===== src/rtl/tmr_pkg.sv =====
package tmr_pkg;
    localparam int unsigned BUS_W = 32;

    typedef enum logic [1:0] {
        ADR_CFG_LO = 2'd0,
        ADR_CFG_HI = 2'd1,
        ADR_CMP_LO = 2'd2,
        ADR_CMP_HI = 2'd3
    } tmr_addr_e;

    localparam int unsigned B_LVL  = 1;
    localparam int unsigned B_IEN  = 2;
    localparam int unsigned B_PER  = 3;
    localparam int unsigned B_PCAP = 4;
    localparam int unsigned B_SETV = 6;
    localparam int unsigned B_M32  = 8;
    localparam int unsigned RT_LSB = 9;
    localparam int unsigned RT_W   = 5;

    localparam logic [BUS_W-1:0] CFG_WR_MASK = 32'h0000_7F4E;
endpackage


===== src/rtl/tmr_cmp_eval.sv =====
module tmr_cmp_eval #(
    parameter int unsigned CNT_W = 64
) (
    input  logic [CNT_W-1:0] cmp_i,
    input  logic [CNT_W-1:0] cnt_i,
    input  logic             m32_i,
    output logic             eq_o,
    output logic             later_o,
    output logic             ones_o
);
    localparam int unsigned HALF = CNT_W / 2;

    logic [CNT_W-1:0] diff;

    always_comb begin
        diff = cmp_i - cnt_i;
        if (m32_i) begin
            eq_o    = (cmp_i[HALF-1:0] == cnt_i[HALF-1:0]);
            later_o = !diff[HALF-1] && (diff[HALF-1:0] != '0);
            ones_o  = (cmp_i[HALF-1:0] == '1);
        end else begin
            eq_o    = (cmp_i == cnt_i);
            later_o = !diff[CNT_W-1] && (diff != '0);
            ones_o  = (cmp_i == '1);
        end
    end
endmodule


===== src/rtl/tmr_rd_mux.sv =====
module tmr_rd_mux
    import tmr_pkg::*;
#(
    parameter int unsigned CNT_W = 64
) (
    input  logic [1:0]       addr_i,
    input  logic [BUS_W-1:0] cfg_i,
    input  logic [BUS_W-1:0] cap_i,
    input  logic [CNT_W-1:0] cmp_i,
    output logic [BUS_W-1:0] rdata_o
);
    localparam int unsigned HALF = CNT_W / 2;

    always_comb begin
        unique case (tmr_addr_e'(addr_i))
            ADR_CFG_LO: rdata_o = cfg_i | (BUS_W'(1) << B_PCAP);
            ADR_CFG_HI: rdata_o = cap_i;
            ADR_CMP_LO: rdata_o = cmp_i[HALF-1:0];
            default:    rdata_o = cmp_i[CNT_W-1:HALF];
        endcase
    end
endmodule


===== src/rtl/tmr_channel.sv =====
module tmr_channel
    import tmr_pkg::*;
#(
    parameter int unsigned      CNT_W  = 64,
    parameter logic [31:0]      CAP_HI = 32'h00FF_0000
) (
    input  logic             clk,
    input  logic             rst_n,
    input  logic [63:0]      cnt_i,
    input  logic             glb_en_i,
    input  logic             wr_en_i,
    input  logic [1:0]       addr_i,
    input  logic [31:0]      wdata_i,
    output logic [31:0]      rdata_o,
    output logic             irq_o,
    output logic             stat_o,
    output logic [4:0]       route_o
);
    localparam int unsigned HALF = CNT_W / 2;

    typedef struct packed {
        logic [BUS_W-1:0] cfg;
        logic [CNT_W-1:0] cmp;
        logic [CNT_W-1:0] per;
        logic             irq;
        logic             stat;
    } chan_t;

    chan_t s_q, s_d;
    logic  eq, later, ones;
    logic  fire, advance;

    tmr_cmp_eval #(.CNT_W(CNT_W)) u_eval (
        .cmp_i   (s_q.cmp),
        .cnt_i   (cnt_i[CNT_W-1:0]),
        .m32_i   (s_q.cfg[B_M32]),
        .eq_o    (eq),
        .later_o (later),
        .ones_o  (ones)
    );

    tmr_rd_mux #(.CNT_W(CNT_W)) u_rd (
        .addr_i  (addr_i),
        .cfg_i   (s_q.cfg),
        .cap_i   (CAP_HI),
        .cmp_i   (s_q.cmp),
        .rdata_o (rdata_o)
    );

    always_comb begin
        logic [CNT_W-1:0] sum;
        logic             m32, perm, setv;
        s_d   = s_q;
        s_d.irq = 1'b0;
        m32   = s_q.cfg[B_M32];
        perm  = s_q.cfg[B_PER];
        setv  = s_q.cfg[B_SETV];
        fire    = glb_en_i && eq && s_q.cfg[B_IEN];
        advance = glb_en_i && perm && (s_q.per != '0) && !ones && !later;
        sum = s_q.cmp + s_q.per;
        if (m32) sum[CNT_W-1:HALF] = '0;
        if (fire) begin
            s_d.irq  = 1'b1;
            s_d.stat = 1'b1;
        end
        if (advance) s_d.cmp = sum;
        if (wr_en_i) begin
            unique case (tmr_addr_e'(addr_i))
                ADR_CFG_LO: begin
                    s_d.cfg = (s_q.cfg & ~CFG_WR_MASK) | (wdata_i & CFG_WR_MASK);
                    if (wdata_i[B_M32]) begin
                        s_d.cmp[CNT_W-1:HALF] = '0;
                        s_d.per[CNT_W-1:HALF] = '0;
                    end
                end
                ADR_CFG_HI: ;
                ADR_CMP_LO: begin
                    if (!perm || setv) s_d.cmp = {s_q.cmp[CNT_W-1:HALF], wdata_i};
                    if (perm) begin
                        s_d.per[HALF-1:0] = wdata_i;
                        if (m32) s_d.per[HALF-1] = 1'b0;
                    end
                    s_d.cfg[B_SETV] = 1'b0;
                end
                default: begin
                    if (!m32) begin
                        if (!perm || setv) s_d.cmp = {wdata_i, s_q.cmp[HALF-1:0]};
                        if (perm) s_d.per[CNT_W-1:HALF] = {1'b0, wdata_i[HALF-2:0]};
                    end
                    s_d.cfg[B_SETV] = 1'b0;
                end
            endcase
        end
    end

    always_ff @(posedge clk or negedge rst_n) begin
        if (!rst_n) begin
            s_q.cfg  <= '0;
            s_q.cmp  <= '1;
            s_q.per  <= '0;
            s_q.irq  <= 1'b0;
            s_q.stat <= 1'b0;
        end else begin
            s_q <= s_d;
        end
    end

    assign irq_o   = s_q.irq;
    assign stat_o  = s_q.stat;
    assign route_o = s_q.cfg[RT_LSB +: RT_W];

    // comparator parked at all ones right after reset
    a_r1_cmp_reset: assert property (@(posedge clk)
        $rose(rst_n) |-> (s_q.cmp == '1));
    // a pulse only follows a cycle with both enables high
    a_r7_pulse_gated: assert property (@(posedge clk) disable iff (!rst_n)
        irq_o |-> $past(glb_en_i && s_q.cfg[B_IEN]));
    // a pulse always comes with status set
    a_r7_status_set: assert property (@(posedge clk) disable iff (!rst_n)
        irq_o |-> stat_o);
    // set-value gone after a comparator write
    a_r6_setv_clears: assert property (@(posedge clk) disable iff (!rst_n)
        (wr_en_i && addr_i[1]) |=> !s_q.cfg[B_SETV]);
    // period top bit never set
    a_r5_period_top: assert property (@(posedge clk) disable iff (!rst_n)
        !s_q.per[CNT_W-1]);
    // upper halves stay clear in 32-bit mode
    a_r9_m32_upper: assert property (@(posedge clk) disable iff (!rst_n)
        s_q.cfg[B_M32] |-> (s_q.cmp[CNT_W-1:HALF] == '0 && s_q.per[CNT_W-1:HALF] == '0));
    // comparator frozen without enable or write
    a_r10_frozen: assert property (@(posedge clk) disable iff (!rst_n)
        (!glb_en_i && !wr_en_i) |=> $stable(s_q.cmp));
    // upper config slot write leaves config alone
    a_r2_hi_ignored: assert property (@(posedge clk) disable iff (!rst_n)
        (wr_en_i && addr_i == 2'd1) |=> $stable(s_q.cfg));
endmodule


===== config.mk =====
export PLATFORM = sky130hd
export DESIGN_NAME = tmr_channel
export DESIGN_NICKNAME = d
export VERILOG_FILES = /design/src/rtl/tmr_pkg.sv /design/src/rtl/tmr_cmp_eval.sv /design/src/rtl/tmr_rd_mux.sv /design/src/rtl/tmr_channel.sv
export SDC_FILE = /design/constraint.sdc
export NUM_CORES = 1
export LEC_CHECK = 0
export BUFFER_PORTS_ARGS = -buffer_cell sky130_fd_sc_hd__buf_4
export CAP_MARGIN = 20
export CORE_AREA = 4 4 192 194
export CTS_CLUSTER_SIZE = 30
export DETAILED_ROUTE_END_ITERATION = 8
export DIE_AREA = 0 0 196 198
export PLACE_DENSITY_LB_ADDON = 0.2
export SLEW_MARGIN = 20
export SYNTH_ARGS = -nofsm -noshare
export SYNTH_HDL_FRONTEND = slang
export SYNTH_SLANG_ARGS = --single-unit

===== constraint.sdc =====
create_clock -name clk -period 4.7 [get_ports clk]
set_input_delay 0.705 -clock clk [delete_from_list [all_inputs] [get_ports clk]]
set_output_delay 0.705 -clock clk [all_outputs]
set_load 0.005 [all_outputs]

After elaboration in Yosys (flattened, before gate mapping). Cells that the tools add are included.

Add/subtract/negate cells: 2. $mul: 0. Div/mod/pow operators: 0. Order comparisons: 0. Equality and inequality tests: 10. Shifts and indexed selects: 0. Multiplexer cells: 21. Bitwise logic cells: 3. Reductions and logical operators: 25.

Operator list (number): $mux 32 (6); $mux 64 (3); $pmux 32 s3 (2); $mux 128 (1); $pmux 32 s2 (2); $reduce_bool 64->1 (2); $mux 96 (1); $add 64x64->64 (1); $eq 64x64->1 (1); $eq 64x64->1 const B (1); $sub 64x64->64 (1); $eq 32x32->1 (1); $eq 32x32->1 const B (1); $or 32x15->32 (1); $reduce_bool 32->1 (1); $logic_and 1x1->1 (8); $logic_not 1->1 (5); $ne 5x4->1 const B (1); $reduce_and 5->1 (1); $mux 1 (4); $reduce_and 2->1 (2); $reduce_or 2->1 (2); $ne 3x3->1 const B (1); $reduce_and 3->1 (1); 10 further kinds (11).

Bits in registers: 162. Latch bits: 0. Bits in writable memories: 0. ROM bits: 0. Output and inout port bits: 39. Logic and storage cells: 69. Memories: 0.

Longest topological paths before layout.
Word-level depth: 11. Gate-level depth with buffers: 17. Gate-level depth less buffers: 15.

Hierarchy. A second synthesis with hierarchy kept.

Cell total of the unflattened synthesis: 1962. Area total of the unflattened synthesis: 16025.4 um2.

By module, submodules not included: tmr_channel (instances 1, cells an instance 1083, area each 9769.4 um2, seq. area each 3583.4 um2); tmr_cmp_eval (instances 1, cells an instance 837, area each 5432.7 um2, seq. area each 0.0 um2); tmr_rd_mux (instances 1, cells an instance 42, area each 823.3 um2, seq. area each 0.0 um2).

Worst setup path after synthesis. OpenSTA, ideal clock, no wires.

Path kind: input to register. Start: input port cnt_i[29]. End: register s_q[94] (netlist name). Arrival: 4.540 ns. Required time: 4.617 ns. Slack: 0.077 ns. Stages on the path: 16. Buffers on the path: 2. Cell sequence: inv_1 ha_1 buf_2 a21oi_2 nor2_1 or4_1 or4_1 or4_1 a2111oi_2 nand4_1 nor4_4 nand3b_1 o21ai_2 o21bai_2 buf_2 a221o_1.

Word-level cells in the longest chain between the ends: 11.

RTL lines: start: declaration (RTL line tmr_channel.sv:9) `input logic [63:0] cnt_i,`; $sub 64x64->64 (*) (RTL line tmr_cmp_eval.sv:16) `diff = cmp_i - cnt_i;`; $reduce_bool 64->1, or another cell as far along (RTL line tmr_cmp_eval.sv:23) `later_o = !diff[CNT_W-1] && (diff != '0);`; $logic_and 1x1->1 (on tied branches) (RTL line tmr_cmp_eval.sv:23, tmr_cmp_eval.sv:19); $mux 1 (*) (RTL line tmr_cmp_eval.sv:17) `if (m32_i) begin`; $logic_not 1->1 (*) (RTL line tmr_channel.sv:59) `advance = glb_en_i && perm && (s_q.per != '0) && !ones && !later;`; $logic_and 1x1->1 (*) (RTL line tmr_channel.sv:59); $mux 64 (*) (RTL line tmr_channel.sv:66) `if (advance) s_d.cmp = sum;`; $mux 64 (RTL line tmr_channel.sv:87) `if (!perm || setv) s_d.cmp = {wdata_i, s_q.cmp[HALF-1:0]};`; $mux 96 (RTL line tmr_channel.sv:86) `if (!m32) begin`; $pmux 32 s2 (RTL line tmr_channel.sv:68) `unique case (tmr_addr_e'(addr_i))`; $mux 128 (*) (RTL line tmr_channel.sv:67) `if (wr_en_i) begin`; end: declaration (RTL line tmr_channel.sv:29) `chan_t s_q, s_d;`.

Mark *: on every way between the ends. The rest lies on a longest branch, timed or not. The select of a mux whose other input is x is not followed. A chain may end at the register's enable or synchronous reset.

Worst setup path after layout.
Start: register s_q[96] (netlist name). End: register s_q[116] (netlist name).

Word-level cells in the longest chain between the ends: 11.

RTL lines (RTL line): $sub 64x64->64 (tmr_cmp_eval.sv:16); $reduce_bool 64->1, or another cell as far along (tmr_cmp_eval.sv:23); $logic_and 1x1->1 (on tied branches) (tmr_cmp_eval.sv:23, tmr_cmp_eval.sv:19); $mux 1 (tmr_cmp_eval.sv:17); $logic_not 1->1 (tmr_channel.sv:59); $logic_and 1x1->1 (tmr_channel.sv:59); $mux 64 (*) (tmr_channel.sv:66); $mux 64 (tmr_channel.sv:87); $mux 96 (tmr_channel.sv:86); $pmux 32 s3 (tmr_channel.sv:68); $mux 128 (*) (tmr_channel.sv:67).

Marked as above.

==> metrics.txt <==
main flop type after synthesis sky130_fd_sc_hd__dfrtp_1; fraction of synthesis flops using an asynchronous set or reset pin 1.000; Switching Share 0.4958; Cell Area, Placed 19140 µm²; Std-Cell Rows 69; max incr delay on CP 590 ps; area added between synthesis and finish 29.49%; data required time at the worst endpoint 5070 ps; hold_buf cts 0; Internal Power 6.320 mW; critical path start-end classification reg -> reg; vias post-DR 17932; wire length of the first global-routing pass 103300 µm; combined global-route utilization of all metal layers 0.3469; I/O pin count 141; synthesized netlist net count 2238; H-tree level count 4; total count of max-transition violations in the final report 0; Critical Path Sink Type register; count of unresolved DRC violations after routing 0; Net Sw Power 6.215 mW; maximum clock skew at final layout 14.06 ps; Vert. Die Dim 198 µm; proportion of synthesized chip area in sequential cells 0.2301; Avg Synthesized Cell Area 7.775 µm²; Routability Congestion 1.043; power share of the clock group 0.112; Sink Count 140; count of synthesis-stage warnings from yosys 0; summed area of non-filler cells in the final layout 20170 µm²; clock transition at the register clock pins on the worst setup and hold paths after CTS 70 ps; clock tree from TritonCTS yes; number of buffers between clock root and the deepest sink 2; antenna diode count 0; vias in the first global route 17037; post-route clock period utilization 0.9916; Max Freq 214.6 MHz; footprint of the multi-input gates 11520 µm²; maximum net fanout on the critical path 4; part of the power in registers 0.192; chain of cells forming the critical path ha_1, buf_4, a21oi_4, o21ai_2, buf_4, a22o_1, a31o_2, or4_1, a311oi_2, nand4_1, nor4_2, nand4_1, buf_4, or4_1, a32oi_1, o21ai_1; average detailed-routed wire length per instance 24.60 µm; Skew-Pair Late Insertion Delay 450 ps; arrival time at the worst endpoint 5030 ps; grt total ovfl 0; MaxCap Viol Count 0; area of the core 35220 µm²; maximum number of pins on one net before global-route repair 108; peak ir drop on the vdd network 0.0003955 V; Starting Density 0.4421; area enclosed by the die boundary 38810 µm²; Storage cell area 3583 µm²; critical path's top delay family simple AND/OR/NAND/NOR gates; relative slew slack 0.3220; number of unique standard cell types used by synthesis 83; Setup-failing EPs final 0; biggest area contributors in the synthesized netlist sky130_fd_sc_hd__dfrtp_1 12%, sky130_fd_sc_hd__dfstp_2 11%, sky130_fd_sc_hd__ha_1 11%; nets 2610; horizontal die dimension 196 µm; combined area of all synthesized cells 15570 µm²; half-perimeter wire length of the detailed placement result 56620 µm; number of optimization iterations in the first detailed-route pass 5; top library cells by usage in the layout, fill and taps aside 446 x sky130_fd_sc_hd__buf_4, 233 x sky130_fd_sc_hd__nand2_1, 154 x sky130_fd_sc_hd__a21oi_1, 152 x sky130_fd_sc_hd__o21ai_0, 125 x sky130_fd_sc_hd__ha_1; leakage power summed over all cells 9.316 nW; Util after Layout 0.5725; buffer type at the clock tree root sky130_fd_sc_hd__clkbuf_16; critical path launch point type register; library cell occupying the most area in the post-synthesis netlist sky130_fd_sc_hd__dfrtp_1; post-layout min period 4661 ps; status completed; path category of the worst min-delay check in -> async; leading cell type in the layout, fill and taps excluded sky130_fd_sc_hd__buf_4; cell with the biggest individual delay on the critical path sky130_fd_sc_hd__dfstp_2; share of power burned in combinational logic 0.696; layout filler cell count 3337; Starting DRT DRC Count 1886; slew at the pin closest to its max-slew limit 1017 ps; number of buffers added on ports 140; number of hold violations in the final report 0; wire length reported by the detailed router 70080 µm; number of vias per cell after detailed routing 6.294; power density cells 621.6 nW/µm²; flip-flop and latch count after synthesis 140; cell repeated most along the worst path sky130_fd_sc_hd__buf_4; number of antenna violations at the first check in global routing 1; total buffers and inverters traversed by the critical path 3; top-area cell type share of the netlist area 0.1221; number of buffers inserted during clock tree synthesis 17; EDFF count, synth 0; ratio of cells with drive above 1 in the final layout 0.2848; number of cells produced by synthesis 2003; Routed Antenna Nets 0
==> registers in the layout, summed over array words and instances (netlist names) <==
name and flops:
stat_o 1, route_o 5, s_q 133, irq_o 1
==> routing by layer <==
| layer | track usage | part of all wire | up-vias | routed length (µm) |
|---|---|---|---|---|
| met3 | 0.06143 | 0.088 | 165 | 6197 |
| li1 | - | - | 8285 | - |
| met5 | 0 | 0 | - | 0 |
| met4 | 0.1433 | 0.051 | 0 | 3549 |
| met2 | 0.5487 | 0.44 | 887 | 30800 |
| met1 | 0.4710 | 0.42 | 8595 | 29540 |
==> power by group through the flow <==
stage / clock, mW / sequential (mW) / combinational (mW)
after detailed placement: 0 / 2.37 / 8.19
after global routing: 1.47 / 2.41 / 9.35
after floorplan: 0 / 2.13 / 4.83
after CTS: 1.41 / 2.35 / 8.26
final: 1.40 / 2.40 / 8.73
after global placement: 0 / 2.37 / 8.13
==> area by class of cell <==
class,count,share of cell area
Multi-Input combinational cell,1662,0.5712
Inverter,99,0.01843
Sequential cell,140,0.1777
Timing Repair Buffer,455,0.1742
Clock buffer,17,0.02109
Tap cell,461,0.02860
Clock inverter,15,0.008810
==> Yosys cell counts (7+ instances only) <==
library cell	n
sky130_fd_sc_hd__nand2_1	233
sky130_fd_sc_hd__a21oi_1	167
sky130_fd_sc_hd__o21ai_0	156
sky130_fd_sc_hd__ha_1	131
sky130_fd_sc_hd__nor2_1	112
sky130_fd_sc_hd__inv_1	99
sky130_fd_sc_hd__clkbuf_1	84
sky130_fd_sc_hd__dfrtp_1	76
sky130_fd_sc_hd__nand4_1	69
sky130_fd_sc_hd__a21o_1	64
sky130_fd_sc_hd__dfstp_2	64
sky130_fd_sc_hd__and2_1	46
sky130_fd_sc_hd__mux2_2	46
sky130_fd_sc_hd__a221o_1	43
sky130_fd_sc_hd__xnor2_1	43
sky130_fd_sc_hd__nand3_1	40
sky130_fd_sc_hd__nor3_1	40
sky130_fd_sc_hd__xor2_1	38
sky130_fd_sc_hd__o21a_1	31
sky130_fd_sc_hd__a22oi_1	30
sky130_fd_sc_hd__nor4_1	29
sky130_fd_sc_hd__mux2i_1	28
sky130_fd_sc_hd__o21ai_1	27
sky130_fd_sc_hd__o211ai_1	20
sky130_fd_sc_hd__a211oi_1	18
sky130_fd_sc_hd__a22o_1	17
sky130_fd_sc_hd__a221oi_1	15
sky130_fd_sc_hd__a31oi_1	15
sky130_fd_sc_hd__nand2b_1	15
sky130_fd_sc_hd__o31ai_1	14
sky130_fd_sc_hd__and3_1	13
sky130_fd_sc_hd__or3_1	13
sky130_fd_sc_hd__nor2b_1	11
sky130_fd_sc_hd__o21bai_1	11
sky130_fd_sc_hd__a2111oi_0	9
sky130_fd_sc_hd__o221ai_1	9
sky130_fd_sc_hd__or4_1	8
sky130_fd_sc_hd__a211o_1	7
sky130_fd_sc_hd__a31o_2	7
sky130_fd_sc_hd__buf_2	7
sky130_fd_sc_hd__buf_4	7
==> final timing paths <==
path / startpoint / to / slack, ps / cells past startpoint
min in group clk: stat_o / stat_o / 500 / 1
worst max-delay path: s_q[96] / s_q[116] / 40 / 16
worst min register to register: stat_o / stat_o / 500 / 1
worst min-delay path: rst_n / s_q[61] / 420 / 1
worst max register to register: s_q[96] / s_q[116] / 40 / 16
max in group asynchronous: rst_n / s_q[67] / 3210 / 2
==> logic make-up after synthesis <==
kind of cell	Yosys count	share of synthesized area
AOI/OAI and AO/OA	713	0.3043
muxes	74	0.05126
buffers and inverters	202	0.05238
DFF	140	0.2301
adders and majority gates	133	0.1078
xor gates and xnor gates	81	0.04555
and+or+nand+nor	660	0.2086
==> timing repair <==
item,4_1_cts,5_1_grt
gates resized for setup,10,57
pin swaps,3,19
endpoints found under the setup margin,61,64
cloned,0,4
buffers inserted,1,3
endpoints found under the hold margin,0,0
==> through the flow <==
step                      worst slack [ps]  cells  power [mW]  TNS [ps]  hold slack (ps)
after floorplan                      77.01   2003       6.953         0            409.4
final                                39.36   2849       12.53         0            417.8
after global placement              -462.4   2809       10.50    -24380            463.3
after CTS                            1.932   2842       12.03         0            443.3
after detailed placement            -416.2   2809       10.55    -20270            487.8
after global routing                -36.49   2849       13.24    -114.8            491.5
Note: power is estimated with default switching activity, not from simulation.
